$ cat config.mk
export PLATFORM = sky130hd
export DESIGN_NAME = ddr_init_seq
export DESIGN_NICKNAME = d
export VERILOG_FILES = /design/src/rtl/ddr_init_pkg.sv /design/src/rtl/ddr_cas_sel.sv /design/src/rtl/ddr_timing_calc.sv /design/src/rtl/ddr_cmd_seq.sv /design/src/rtl/ddr_init_seq.sv
export SDC_FILE = /design/constraint.sdc
export NUM_CORES = 1
export LEC_CHECK = 0
export BUFFER_PORTS_ARGS = -buffer_cell sky130_fd_sc_hd__clkbuf_2
export CAP_MARGIN = 20
export CORE_MARGIN = 1
export CORE_UTILIZATION = 25
export CTS_CLUSTER_DIAMETER = 60
export DETAILED_ROUTE_END_ITERATION = 6
export HOLD_SLACK_MARGIN = 0.12
export PLACE_DENSITY = 0.51
export SYNTH_ARGS = -nofsm -noshare
export SYNTH_HDL_FRONTEND = slang
export SYNTH_SLANG_ARGS = --single-unit
$ cat constraint.sdc
create_clock -name clk_i -period 3.7 [get_ports clk_i]
set_input_delay 0.74 -clock clk_i [delete_from_list [all_inputs] [get_ports clk_i]]
set_output_delay 0.74 -clock clk_i [all_outputs]
set_load 0.005 [all_outputs]
$ cat src/rtl/ddr_init_pkg.sv
package ddr_init_pkg;

  typedef enum logic [1:0] {
    CMD_NONE   = 2'd0,
    CMD_PREALL = 2'd1,
    CMD_AREF   = 2'd2,
    CMD_MODE   = 2'd3
  } cmd_kind_e;

  localparam logic [1:0] BANK_MR   = 2'd0;
  localparam logic [1:0] BANK_EMR  = 2'd1;
  localparam logic [1:0] BANK_EMR2 = 2'd2;
  localparam logic [1:0] BANK_EMR3 = 2'd3;

  localparam int MODE_W = 13;

  // mode register field placement
  localparam logic [MODE_W-1:0] MR_BL8      = 13'h003;
  localparam logic [MODE_W-1:0] MR_DLL_RST  = 13'h100;
  localparam int                MR_CAS_LSB  = 4;
  localparam int                MR_WR_LSB   = 9;
  localparam logic [MODE_W-1:0] EMR_WEAK    = 13'h002;
  localparam logic [MODE_W-1:0] EMR_OCD_DEF = 13'h380;
  localparam logic [MODE_W-1:0] EMR_NDQS    = 13'h400;

  localparam int TRP_NS      = 15;
  localparam int TWR_NS      = 15;
  localparam int TRFC1_NS    = 75;
  localparam int TRFC2_NS    = 120;

  // rounded ns-to-cycles with field saturation
  function automatic int unsigned ns_to_cyc(int unsigned ns, int unsigned mhz,
                                            int unsigned sat);
    int unsigned t;
    t = (ns * mhz + 500) / 1000;
    return (t > sat) ? sat : t;
  endfunction

endpackage

$ cat src/rtl/ddr_cas_sel.sv
module ddr_cas_sel #(
  parameter int CLK_W        = 12,
  parameter int DDR1_MIN_MHZ = 400,
  parameter int DDR2_MIN_MHZ = 533
) (
  input  logic             is_ddr2_i,
  input  logic [CLK_W-1:0] clk_mhz_i,
  input  logic             cas_fix_en_i,
  input  logic [2:0]       cas_fix_i,
  output logic [2:0]       cas_o,
  output logic [CLK_W-1:0] clk_eff_o
);
  localparam logic [CLK_W-1:0] MIN1 = CLK_W'(DDR1_MIN_MHZ);
  localparam logic [CLK_W-1:0] MIN2 = CLK_W'(DDR2_MIN_MHZ);

  logic [2:0] cas_auto;

  always_comb begin
    if (!is_ddr2_i) begin
      cas_auto = (clk_mhz_i <= CLK_W'(266)) ? 3'd2 : 3'd3;
    end else if (clk_mhz_i <= CLK_W'(400)) begin
      cas_auto = 3'd3;
    end else if (clk_mhz_i <= CLK_W'(533)) begin
      cas_auto = 3'd4;
    end else if (clk_mhz_i <= CLK_W'(666)) begin
      cas_auto = 3'd5;
    end else if (clk_mhz_i <= CLK_W'(800)) begin
      cas_auto = 3'd6;
    end else begin
      cas_auto = 3'd7;
    end
  end

  assign cas_o = cas_fix_en_i ? cas_fix_i : cas_auto;

  always_comb begin
    if (is_ddr2_i) clk_eff_o = (clk_mhz_i < MIN2) ? MIN2 : clk_mhz_i;
    else           clk_eff_o = (clk_mhz_i < MIN1) ? MIN1 : clk_mhz_i;
  end

endmodule

$ cat src/rtl/ddr_timing_calc.sv
module ddr_timing_calc
  import ddr_init_pkg::*;
#(
  parameter int CLK_W  = 12,
  parameter int TRP_W  = 4,
  parameter int TRFC_W = 6,
  parameter int WR_MAX = 8
) (
  input  logic              is_ddr2_i,
  input  logic [CLK_W-1:0]  clk_eff_i,
  output logic [TRP_W-1:0]  trp_o,
  output logic [TRFC_W-1:0] trfc_o,
  output logic [3:0]        wr_o
);
  localparam int unsigned TRP_MAX  = (1 << TRP_W) - 1;
  localparam int unsigned TRFC_MAX = (1 << TRFC_W) - 1;

  int unsigned mhz;
  int unsigned wr_raw;

  assign mhz = int'(clk_eff_i);

  always_comb begin
    trp_o  = TRP_W'(ns_to_cyc(TRP_NS, mhz, TRP_MAX));
    trfc_o = TRFC_W'(ns_to_cyc(is_ddr2_i ? TRFC2_NS : TRFC1_NS, mhz, TRFC_MAX));
    wr_raw = (TWR_NS * mhz + 1000) / 2000;
    wr_o   = (wr_raw > WR_MAX) ? 4'(WR_MAX) : 4'(wr_raw);
  end

endmodule

$ cat src/rtl/ddr_cmd_seq.sv
module ddr_cmd_seq
  import ddr_init_pkg::*;
(
  input  logic              clk_i,
  input  logic              rst_ni,
  input  logic              go_i,
  input  logic              is_ddr2_i,
  input  logic [2:0]        cas_i,
  input  logic [3:0]        wr_i,
  input  logic              ack_i,
  output logic              valid_o,
  output logic [1:0]        kind_o,
  output logic [1:0]        bank_o,
  output logic [MODE_W-1:0] data_o,
  output logic              busy_o,
  output logic              done_o,
  output logic              fin_o
);
  typedef enum logic [3:0] {
    ST_IDLE, ST_PRE0, ST_EMR2, ST_EMR3, ST_EMR_DLL, ST_MR_RST, ST_PRE1,
    ST_AREF0, ST_AREF1, ST_MR_FIN, ST_OCD_DEF, ST_OCD_EXIT, ST_DONE
  } st_e;

  st_e st_q, st_d;
  cmd_kind_e kind;
  logic last;

  always_comb begin
    st_d = st_q;
    last = 1'b0;
    unique case (st_q)
      ST_PRE0:     st_d = is_ddr2_i ? ST_EMR2 : ST_EMR_DLL;
      ST_EMR2:     st_d = ST_EMR3;
      ST_EMR3:     st_d = ST_EMR_DLL;
      ST_EMR_DLL:  st_d = ST_MR_RST;
      ST_MR_RST:   st_d = ST_PRE1;
      ST_PRE1:     st_d = ST_AREF0;
      ST_AREF0:    st_d = ST_AREF1;
      ST_AREF1:    st_d = ST_MR_FIN;
      ST_MR_FIN: begin
        st_d = is_ddr2_i ? ST_OCD_DEF : ST_DONE;
        last = !is_ddr2_i;
      end
      ST_OCD_DEF:  st_d = ST_OCD_EXIT;
      ST_OCD_EXIT: begin
        st_d = ST_DONE;
        last = 1'b1;
      end
      default:     st_d = st_q;
    endcase
  end

  always_ff @(posedge clk_i or negedge rst_ni) begin
    if (!rst_ni) begin
      st_q <= ST_IDLE;
    end else if ((st_q == ST_IDLE || st_q == ST_DONE) && go_i) begin
      st_q <= ST_PRE0;
    end else if (valid_o && ack_i) begin
      st_q <= st_d;
    end
  end

  always_comb begin
    kind   = CMD_MODE;
    bank_o = BANK_MR;
    data_o = '0;
    unique case (st_q)
      ST_PRE0, ST_PRE1:   kind = CMD_PREALL;
      ST_AREF0, ST_AREF1: kind = CMD_AREF;
      ST_EMR2:            bank_o = BANK_EMR2;
      ST_EMR3:            bank_o = BANK_EMR3;
      ST_EMR_DLL:         bank_o = BANK_EMR;
      ST_MR_RST:          data_o = MR_BL8 | MR_DLL_RST;
      ST_MR_FIN: begin
        data_o = MR_BL8 | (MODE_W'(cas_i) << MR_CAS_LSB);
        if (is_ddr2_i) data_o = data_o | (MODE_W'(wr_i - 4'd1) << MR_WR_LSB);
      end
      ST_OCD_DEF: begin
        bank_o = BANK_EMR;
        data_o = EMR_WEAK | EMR_OCD_DEF | EMR_NDQS;
      end
      ST_OCD_EXIT: begin
        bank_o = BANK_EMR;
        data_o = EMR_WEAK | EMR_NDQS;
      end
      default:            kind = CMD_NONE;
    endcase
  end

  assign kind_o  = kind;
  assign valid_o = (kind != CMD_NONE);
  assign busy_o  = (st_q != ST_IDLE) && (st_q != ST_DONE);
  assign done_o  = (st_q == ST_DONE);
  assign fin_o   = valid_o && ack_i && last;

endmodule

$ cat src/rtl/ddr_init_seq.sv
module ddr_init_seq
  import ddr_init_pkg::*;
#(
  parameter int CLK_W        = 12,
  parameter int TRP_W        = 4,
  parameter int TRFC_W       = 6,
  parameter int PER_W        = 10,
  parameter int REF_PER_40   = 312,
  parameter int REF_PER_25   = 195,
  parameter int DDR1_MIN_MHZ = 400,
  parameter int DDR2_MIN_MHZ = 533
) (
  input  logic              clk_i,
  input  logic              rst_ni,
  input  logic              start_i,
  input  logic              is_ddr2_i,
  input  logic [CLK_W-1:0]  clk_mhz_i,
  input  logic              xtal_40_i,
  input  logic              cas_fix_en_i,
  input  logic [2:0]        cas_fix_i,
  output logic              cmd_valid_o,
  output logic [1:0]        cmd_kind_o,
  output logic [1:0]        cmd_bank_o,
  output logic [12:0]       cmd_data_o,
  input  logic              cmd_ack_i,
  output logic              busy_o,
  output logic              done_o,
  output logic              ref_en_o,
  output logic [PER_W-1:0]  ref_period_o,
  output logic [2:0]        cas_lat_o,
  output logic [TRP_W-1:0]  trp_cyc_o,
  output logic [TRFC_W-1:0] trfc_cyc_o
);
  logic [2:0]        cas_c;
  logic [CLK_W-1:0]  clk_eff;
  logic [TRP_W-1:0]  trp_c;
  logic [TRFC_W-1:0] trfc_c;
  logic [3:0]        wr_c;
  logic              go, fin;

  logic              ddr2_q;
  logic [3:0]        wr_q;
  logic [PER_W-1:0]  per_q;
  logic              ref_q;

  ddr_cas_sel #(
    .CLK_W(CLK_W), .DDR1_MIN_MHZ(DDR1_MIN_MHZ), .DDR2_MIN_MHZ(DDR2_MIN_MHZ)
  ) u_cas (
    .is_ddr2_i    (is_ddr2_i),
    .clk_mhz_i    (clk_mhz_i),
    .cas_fix_en_i (cas_fix_en_i),
    .cas_fix_i    (cas_fix_i),
    .cas_o        (cas_c),
    .clk_eff_o    (clk_eff)
  );

  ddr_timing_calc #(
    .CLK_W(CLK_W), .TRP_W(TRP_W), .TRFC_W(TRFC_W)
  ) u_tim (
    .is_ddr2_i (is_ddr2_i),
    .clk_eff_i (clk_eff),
    .trp_o     (trp_c),
    .trfc_o    (trfc_c),
    .wr_o      (wr_c)
  );

  assign go = start_i && !busy_o;

  always_ff @(posedge clk_i or negedge rst_ni) begin
    if (!rst_ni) begin
      ddr2_q     <= 1'b0;
      cas_lat_o  <= '0;
      wr_q       <= '0;
      trp_cyc_o  <= '0;
      trfc_cyc_o <= '0;
      per_q      <= '0;
    end else if (go) begin
      ddr2_q     <= is_ddr2_i;
      cas_lat_o  <= cas_c;
      wr_q       <= wr_c;
      trp_cyc_o  <= trp_c;
      trfc_cyc_o <= trfc_c;
      per_q      <= xtal_40_i ? PER_W'(REF_PER_40) : PER_W'(REF_PER_25);
    end
  end

  always_ff @(posedge clk_i or negedge rst_ni) begin
    if (!rst_ni)  ref_q <= 1'b0;
    else if (go)  ref_q <= 1'b0;
    else if (fin) ref_q <= 1'b1;
  end

  assign ref_en_o     = ref_q;
  assign ref_period_o = per_q;

  ddr_cmd_seq u_seq (
    .clk_i     (clk_i),
    .rst_ni    (rst_ni),
    .go_i      (go),
    .is_ddr2_i (ddr2_q),
    .cas_i     (cas_lat_o),
    .wr_i      (wr_q),
    .ack_i     (cmd_ack_i),
    .valid_o   (cmd_valid_o),
    .kind_o    (cmd_kind_o),
    .bank_o    (cmd_bank_o),
    .data_o    (cmd_data_o),
    .busy_o    (busy_o),
    .done_o    (done_o),
    .fin_o     (fin)
  );

endmodule

Word level (Yosys, flattened, before mapping)
Cells that the tools add are included.
{"block": "totals", "register_bits": 33, "word_cells": 87}
{"block": "op_classes", "n_addsub": 4, "n_mul": 2, "n_div": 3, "magnitude_cmp": 10, "n_eq_ne": 13, "mux": 27, "bitwise_logic": 1, "reduce_logical": 19}
{"op": "$div A32 B10 Y32 const B", "n": 2}
{"op": "$gt A32 B4 Y1 const B", "n": 2}
{"op": "$pmux W13 S4", "n": 1}
{"op": "$pmux W4 S11", "n": 1}
{"op": "$le A12 B10 Y1 const B", "n": 3}
{"op": "$mux W12", "n": 3}
{"op": "$add A32 B10 Y32 const B", "n": 1}
{"op": "$add A32 B9 Y32 const B", "n": 1}
{"op": "$div A32 B11 Y32 const B", "n": 1}
{"op": "$gt A32 B6 Y1 const B", "n": 1}
{"op": "$mul A32 B12 Y32", "n": 1}
{"op": "$le A12 B9 Y1 const B", "n": 2}
{"op": "$mux W3", "n": 7}
{"op": "$eq A4 B4 Y1 const B", "n": 5}
{"op": "$add A16 B9 Y17 const B", "n": 1}
{"op": "$eq A4 B3 Y1 const B", "n": 4}
{"op": "$mul A4 B12 Y16 const A", "n": 1}
{"op": "$mux W4", "n": 4}
{"op": "$mux W13", "n": 1}
{"op": "$or A7 B13 Y13", "n": 1}
{"op": "$lt A12 B10 Y1 const B", "n": 1}
{"op": "$lt A12 B9 Y1 const B", "n": 1}
{"op": "$mux W6", "n": 2}
{"op": "$pmux W2 S3", "n": 2}
{"op": "other kinds (18)", "n": 30}

Logic depth before layout (Yosys ltp)
{"block": "logic_depth", "ltp_word": 8, "depth_mapped": 48, "depth_no_buf": 45}

Cells and area by module
From an unflattened synthesis, not the netlist that was laid out.
{"block": "hier_totals", "cells_unflattened": 1453, "hier_area_um2": 11197.0}
{"mod": "ddr_timing_calc", "n_inst": 1, "cells_each": 1255, "area_per_inst_um2": 9376.5, "seq_area_each_um2": 0.0}
{"mod": "ddr_init_seq", "n_inst": 1, "cells_each": 56, "area_per_inst_um2": 860.8, "seq_area_each_um2": 525.5}
{"mod": "ddr_cmd_seq", "n_inst": 1, "cells_each": 83, "area_per_inst_um2": 564.3, "seq_area_each_um2": 100.1}
{"mod": "ddr_cas_sel", "n_inst": 1, "cells_each": 59, "area_per_inst_um2": 395.4, "seq_area_each_um2": 0.0}

Worst setup path after synthesis
No wires, ideal clock.
{"block": "synth_timing", "kind": "input -> register", "startpoint": "input port clk_mhz_i[8]", "endpoint": "register trfc_cyc_o[0]", "setup_ns": 0.066, "t_arrival_ns": 12.379, "t_required_ns": 3.634, "setup_slack_ns": -8.745, "stages": 43, "path_cell_list": "nor4_1 o21ai_0 a21oi_1 nor2b_1 and2_1 nor2_1 inv_1 fa_1 fa_1 fa_1 fa_1 ha_1 buf_2 a211oi_1 o21bai_1 a21oi_2 xor2_2 a211o_1 [... 7 more ...] nand4_1 o211ai_1 a2111oi_2 nor3_2 buf_4 xnor2_1 o32a_1 a211oi_1 a2111oi_4 a31oi_1 nor3_2 mux2_1 a31oi_1 a32oi_1 a2111oi_1 mux2_1 a21oi_1 a41o_1"}
{"block": "synth_between", "elab_chain_len": 8, "elab_cells_between_ends": 10, "cone_classes": "1 x add/sub; 1 x mul; 1 x div; 3 x order compare; 4 x mux"}
{"item": "start: declaration", "line_no": "ddr_init_seq.sv:17", "text": "input logic [CLK_W-1:0] clk_mhz_i,"}
{"item": "$lt A12 B9 Y1 or $lt A12 B10 Y1 (tied branches)", "line_no": "ddr_cas_sel.sv:38, ddr_cas_sel.sv:37"}
{"item": "$mux W12, on equally long branches", "line_no": "ddr_cas_sel.sv:38, ddr_cas_sel.sv:37"}
{"item": "$mux W12 *", "line_no": "ddr_cas_sel.sv:37", "text": "if (is_ddr2_i) clk_eff_o = (clk_mhz_i < MIN2) ? MIN2 : clk_mhz_i;"}
{"item": "$mul A32 B12 Y32 *", "line_no": "ddr_init_pkg.sv:35", "text": "t = (ns * mhz + 500) / 1000;"}
{"item": "$add A32 B9 Y32 *", "line_no": "ddr_init_pkg.sv:35"}
{"item": "$div A32 B10 Y32 *", "line_no": "ddr_init_pkg.sv:35"}
{"item": "$gt A32 B6 Y1", "line_no": "ddr_init_pkg.sv:36", "text": "return (t > sat) ? sat : t;"}
{"item": "$mux W6 *", "line_no": "ddr_init_pkg.sv:36"}
{"item": "end signal: assignment", "line_no": "ddr_init_seq.sv:82", "text": "trfc_cyc_o <= trfc_c;"}
{"item": "end: declaration", "line_no": "ddr_init_seq.sv:32", "text": "output logic [TRFC_W-1:0] trfc_cyc_o"}
Mark *: on every way between the ends. The rest lies on a longest branch, timed or not.
A chain may end at the register's enable or synchronous reset.

Final worst setup path
Same ends and word-level chain as after synthesis.

==> parameters.txt <==
Parameter                              Value

Clock tree
  Clock net sink count ... 25
  Hold-fix buffers at CTS ... 0
  Clock transition at path regs ... 0.06 ns
  Number of H-tree levels ... 1
  Skew-Pair Late Insertion Delay ... 0.26 ns
  Cell at the root of the clock tree ... sky130_fd_sc_hd__clkbuf_16
  CTS max path bufs ... 2
  TritonCTS clock tree ... yes
  TritonCTS buffer count ... 3

Yosys
  Ys flop type ... sky130_fd_sc_hd__dfrtp_1
  Leading cell types by count after synthesis ... sky130_fd_sc_hd__nor2_1 (142), sky130_fd_sc_hd__nand2_1 (132), sky130_fd_sc_hd__inv_1 (108)
  Netlist area before placement ... between 10,000 and 15,000 um2
  Register bit total from synthesis ... 25
  Sequential area share after synthesis ... 5.603%
  Number of distinct standard cells referenced by the synthesized netlist ... 120
  Leading post-synthesis cells by cell area ... sky130_fd_sc_hd__fa_1 (11%), sky130_fd_sc_hd__ha_1 (9.2%), sky130_fd_sc_hd__dfrtp_1 (5.6%)
  Average footprint of a synthesized cell ... 7.499 um2
  Ys async rst share ... 100.0%
  Area leader, netlist ... sky130_fd_sc_hd__fa_1
  Share of the synthesized area in the top cell type ... 10.94%
  Number of enable-type register cells in the synthesized netlist ... 0
  Yosys warnings ... 0
  Synthesized instance count ... 1,489
  Cell with the most instances after synthesis ... sky130_fd_sc_hd__nor2_1

Status
  Violated checks ... setup timing
  Outcome ... complete, but fails checks

Drt
  Post-detailed-route count of antenna-violating nets ... 0
  Detailed router's first-iteration violation count ... 756
  Total number of vias ... 14,090
  Routed Wire Length ... 40.43 mm
  DR DRC count ... 0
  Number of detailed-routing iterations run before antenna repair ... 5
  Average wire per cell in the routed design ... between 10 and 15 um
  Average via count per standard cell ... 5.019

Worst setup path
  Reg2Reg Depth ... 8
  Worst reg2reg startpoint ... u_seq.st_q[1]
  Family of cells with the greatest summed delay on the critical path ... compound AO/OA/AOI/OAI gates
  Data arrival time of the critical path ... 11.93 ns
  CP max stage delay ... 0.52 ns
  Buffers and inverters on the worst path ... 13
  Kind of capture point of the worst setup path ... flip-flop
  Crit path depth ... 50
  Capturing point of the worst reg2reg path ... trfc_cyc_o[0]
  Critical Path End ... trfc_cyc_o[0]
  Critical path's most frequent cell ... sky130_fd_sc_hd__buf_4
  Data required, critical path ... 3.85 ns
  Critical path's slowest cell ... sky130_fd_sc_hd__fa_1
  Setup slack, reg-to-reg ... ~1.1 ns
  Crit path launch type ... primary input
  Max Fanout on Critical Path ... 7
  Startpoint-to-endpoint class of the critical path ... in -> reg
  First element of the critical path ... clk_mhz_i[8]

STA
  Setup violation total in the final timing report ... 14
  Slew HR ... 32.13%
  Final hold violation count ... 0
  RSZ-0062 raised after global routing ... true
  Final number of max-transition violations ... 0
  Clock skew after layout ... 0.001445 ns
  Worst-Margin Slew ... 1.018 ns
  Share of the clock period used by the worst path ... 318.2%
  Maximum clock frequency ... 84.93 MHz
  Final Worst Setup Slack ... -8.075 ns
  Post-layout minimum cycle time ... about 12 ns

Placement
  Post-place setup slack ... -8.643 ns
  Final estimated routing congestion in global placement ... 0.8820
  Post-place instance area ... 17,020 um2
  Number of port buffers ... 61
  Post-detailed-placement half-perimeter wirelength ... 32.08 mm

Global routing
  Global-route congestion overflow total ... 0
  First-pass GRT wire length ... 65.80 mm
  Initial antenna violation count ... 3
  Total Routing Usage GR ... 17.15%
  Via count of the first global-routing pass ... 13,720
  Largest net degree at the start of global routing ... 26

Finish
  Post-route design area ... 19,780 um2
  Growth of design area from synthesis to finish ... 77.19%
  Share of layout cells above drive strength 1 ... 51.45%
  Final nets ... 2,378
  Multi-input gate area ... approximately 12,000 um2
  Fillers ... 4,343
  Area taken by flip-flops and latches ... 625.6 um2
  Layout Utilization ... between 40% and 50%

Floorplanning
  Die Span X ... 213.3 um
  Overall die height ... 213.3 um
  Starting density of the core ... 25.30%
  Rows ... 77
  Number of primary I/O pins ... 66
  Floorplan core area ... 44,120 um2
  Die area ... roughly 46,000 um2

Job
  Number of maximum-capacitance constraint violations ... 0

Min path
  Path class of the lowest-slack min-delay path ... in -> async
-- cell families after synthesis --
family | count (synthesis) | share of synthesized area (%)
fa+ha+maj | 147 | 20.48
mux | 25 | 2.342
compound gates | 506 | 33.71
flops | 25 | 5.603
other cells | 1 | 0.03358
simple gates | 524 | 23.41
buf+inv | 158 | 5.939
xor+xnor | 103 | 8.483
-- registers in the layout, indices dropped and copies added (netlist names) --
name / cells
ddr2_q: 1
trfc_cyc_o: 6
cas_lat_o: 3
trp_cyc_o: 4
u_seq.st_q: 4
ref_period_o: 2
wr_q: 4
ref_en_o: 1
-- layout by cell type (no fill, tap or decap), drive strengths merged, types with 8 or more instances in the layout --
| master | synthesis | layout |
|---|---|---|
| buf | 25 | 708 |
| nand2b | 9 | 9 |
| mux2 | 9 | 9 |
| o211a | 10 | 10 |
| o31a | 8 | 8 |
| nor4 | 13 | 13 |
| ha | 82 | 82 |
| nand4 | 26 | 26 |
| nand2 | 133 | 133 |
| fa | 61 | 61 |
| o21a | 15 | 15 |
| nor3 | 48 | 48 |
| a21oi | 100 | 100 |
| and2 | 22 | 22 |
| a21boi | 13 | 13 |
| o22ai | 13 | 13 |
| or2 | 15 | 15 |
| inv | 108 | 108 |
| a2111oi | 9 | 9 |
| clkbuf | 25 | 61 |
| xnor2 | 74 | 74 |
| o311ai | 8 | 8 |
| a311oi | 11 | 11 |
| xor2 | 29 | 29 |
| o31ai | 16 | 16 |
| nor2b | 8 | 8 |
| a211o | 14 | 14 |
| a211oi | 28 | 28 |
| a31oi | 24 | 24 |
| nand3 | 39 | 39 |
| o21ai | 91 | 91 |
| a21o | 27 | 27 |
| a41oi | 10 | 10 |
| dfrtp | 25 | 25 |
| mux2i | 16 | 16 |
| or3 | 17 | 17 |
| o211ai | 23 | 23 |
| nor2 | 143 | 143 |
| and3 | 22 | 22 |
-- cell type report --
| class | count | area share (%) |
|---|---|---|
| Tap cell | 592 | 3.744 |
| Clock inverter | 1 | 0.02530 |
| Clock buffer | 3 | 0.3795 |
| Inverter | 108 | 2.049 |
| Timing Repair Buffer | 766 | 29.28 |
| Multi-Input combinational cell | 1309 | 61.33 |
| Antenna cell | 3 | 0.03795 |
| Sequential cell | 25 | 3.162 |
-- repair_timing --
| action | in CTS | in global routing |
|---|---|---|
| gates resized for setup | 228 | 157 |
| pin swaps | 159 | 116 |
| gates cloned | 2 | 0 |
| setup endpoints to repair | 14 | 14 |
| setup buffers | 65 | 38 |
-- layer usage --
| metal | track usage [%] | part of all wire [%] |
|---|---|---|
| met1 | 24.08 | 47 |
| met3 | 1.245 | 4.2 |
| met2 | 29.24 | 48 |
| met4 | 2.266 | 1.0 |
| met5 | 0 | 0.052 |
-- worst min-delay path by stage --
| stage | start | end | slack [ns] | depth (start not counted) |
|---|---|---|---|---|
| after floorplan | rst_ni | cas_lat_o[0] | 0.44 | 0 |
| after global placement | cas_lat_o[2] | cas_lat_o[2] | 0.49 | 2 |
| after detailed placement | cas_lat_o[2] | cas_lat_o[2] | 0.50 | 2 |
| after CTS | cas_lat_o[2] | cas_lat_o[2] | 0.51 | 2 |
| after global routing | trfc_cyc_o[2] | trfc_cyc_o[2] | 0.54 | 1 |
| final | rst_ni | u_seq.st_q[1] | 0.51 | 1 |
-- stage by stage --
| stage | cells | TNS (ns) | hold slack, ns |
|---|---|---|---|
| after floorplan | 1492 | -79.83 | 0.4444 |
| after CTS | 2770 | -81.99 | 0.5109 |
| after detailed placement | 2702 | -91.99 | 0.4963 |
| final | 2807 | -83.24 | 0.5071 |
| after global routing | 2804 | -88.93 | 0.5400 |
| after global placement | 2702 | -89.94 | 0.4902 |
Power is left out: the tool's default activity adds up to more than one toggle a clock period on the data nets, which glitch-free logic cannot reach.
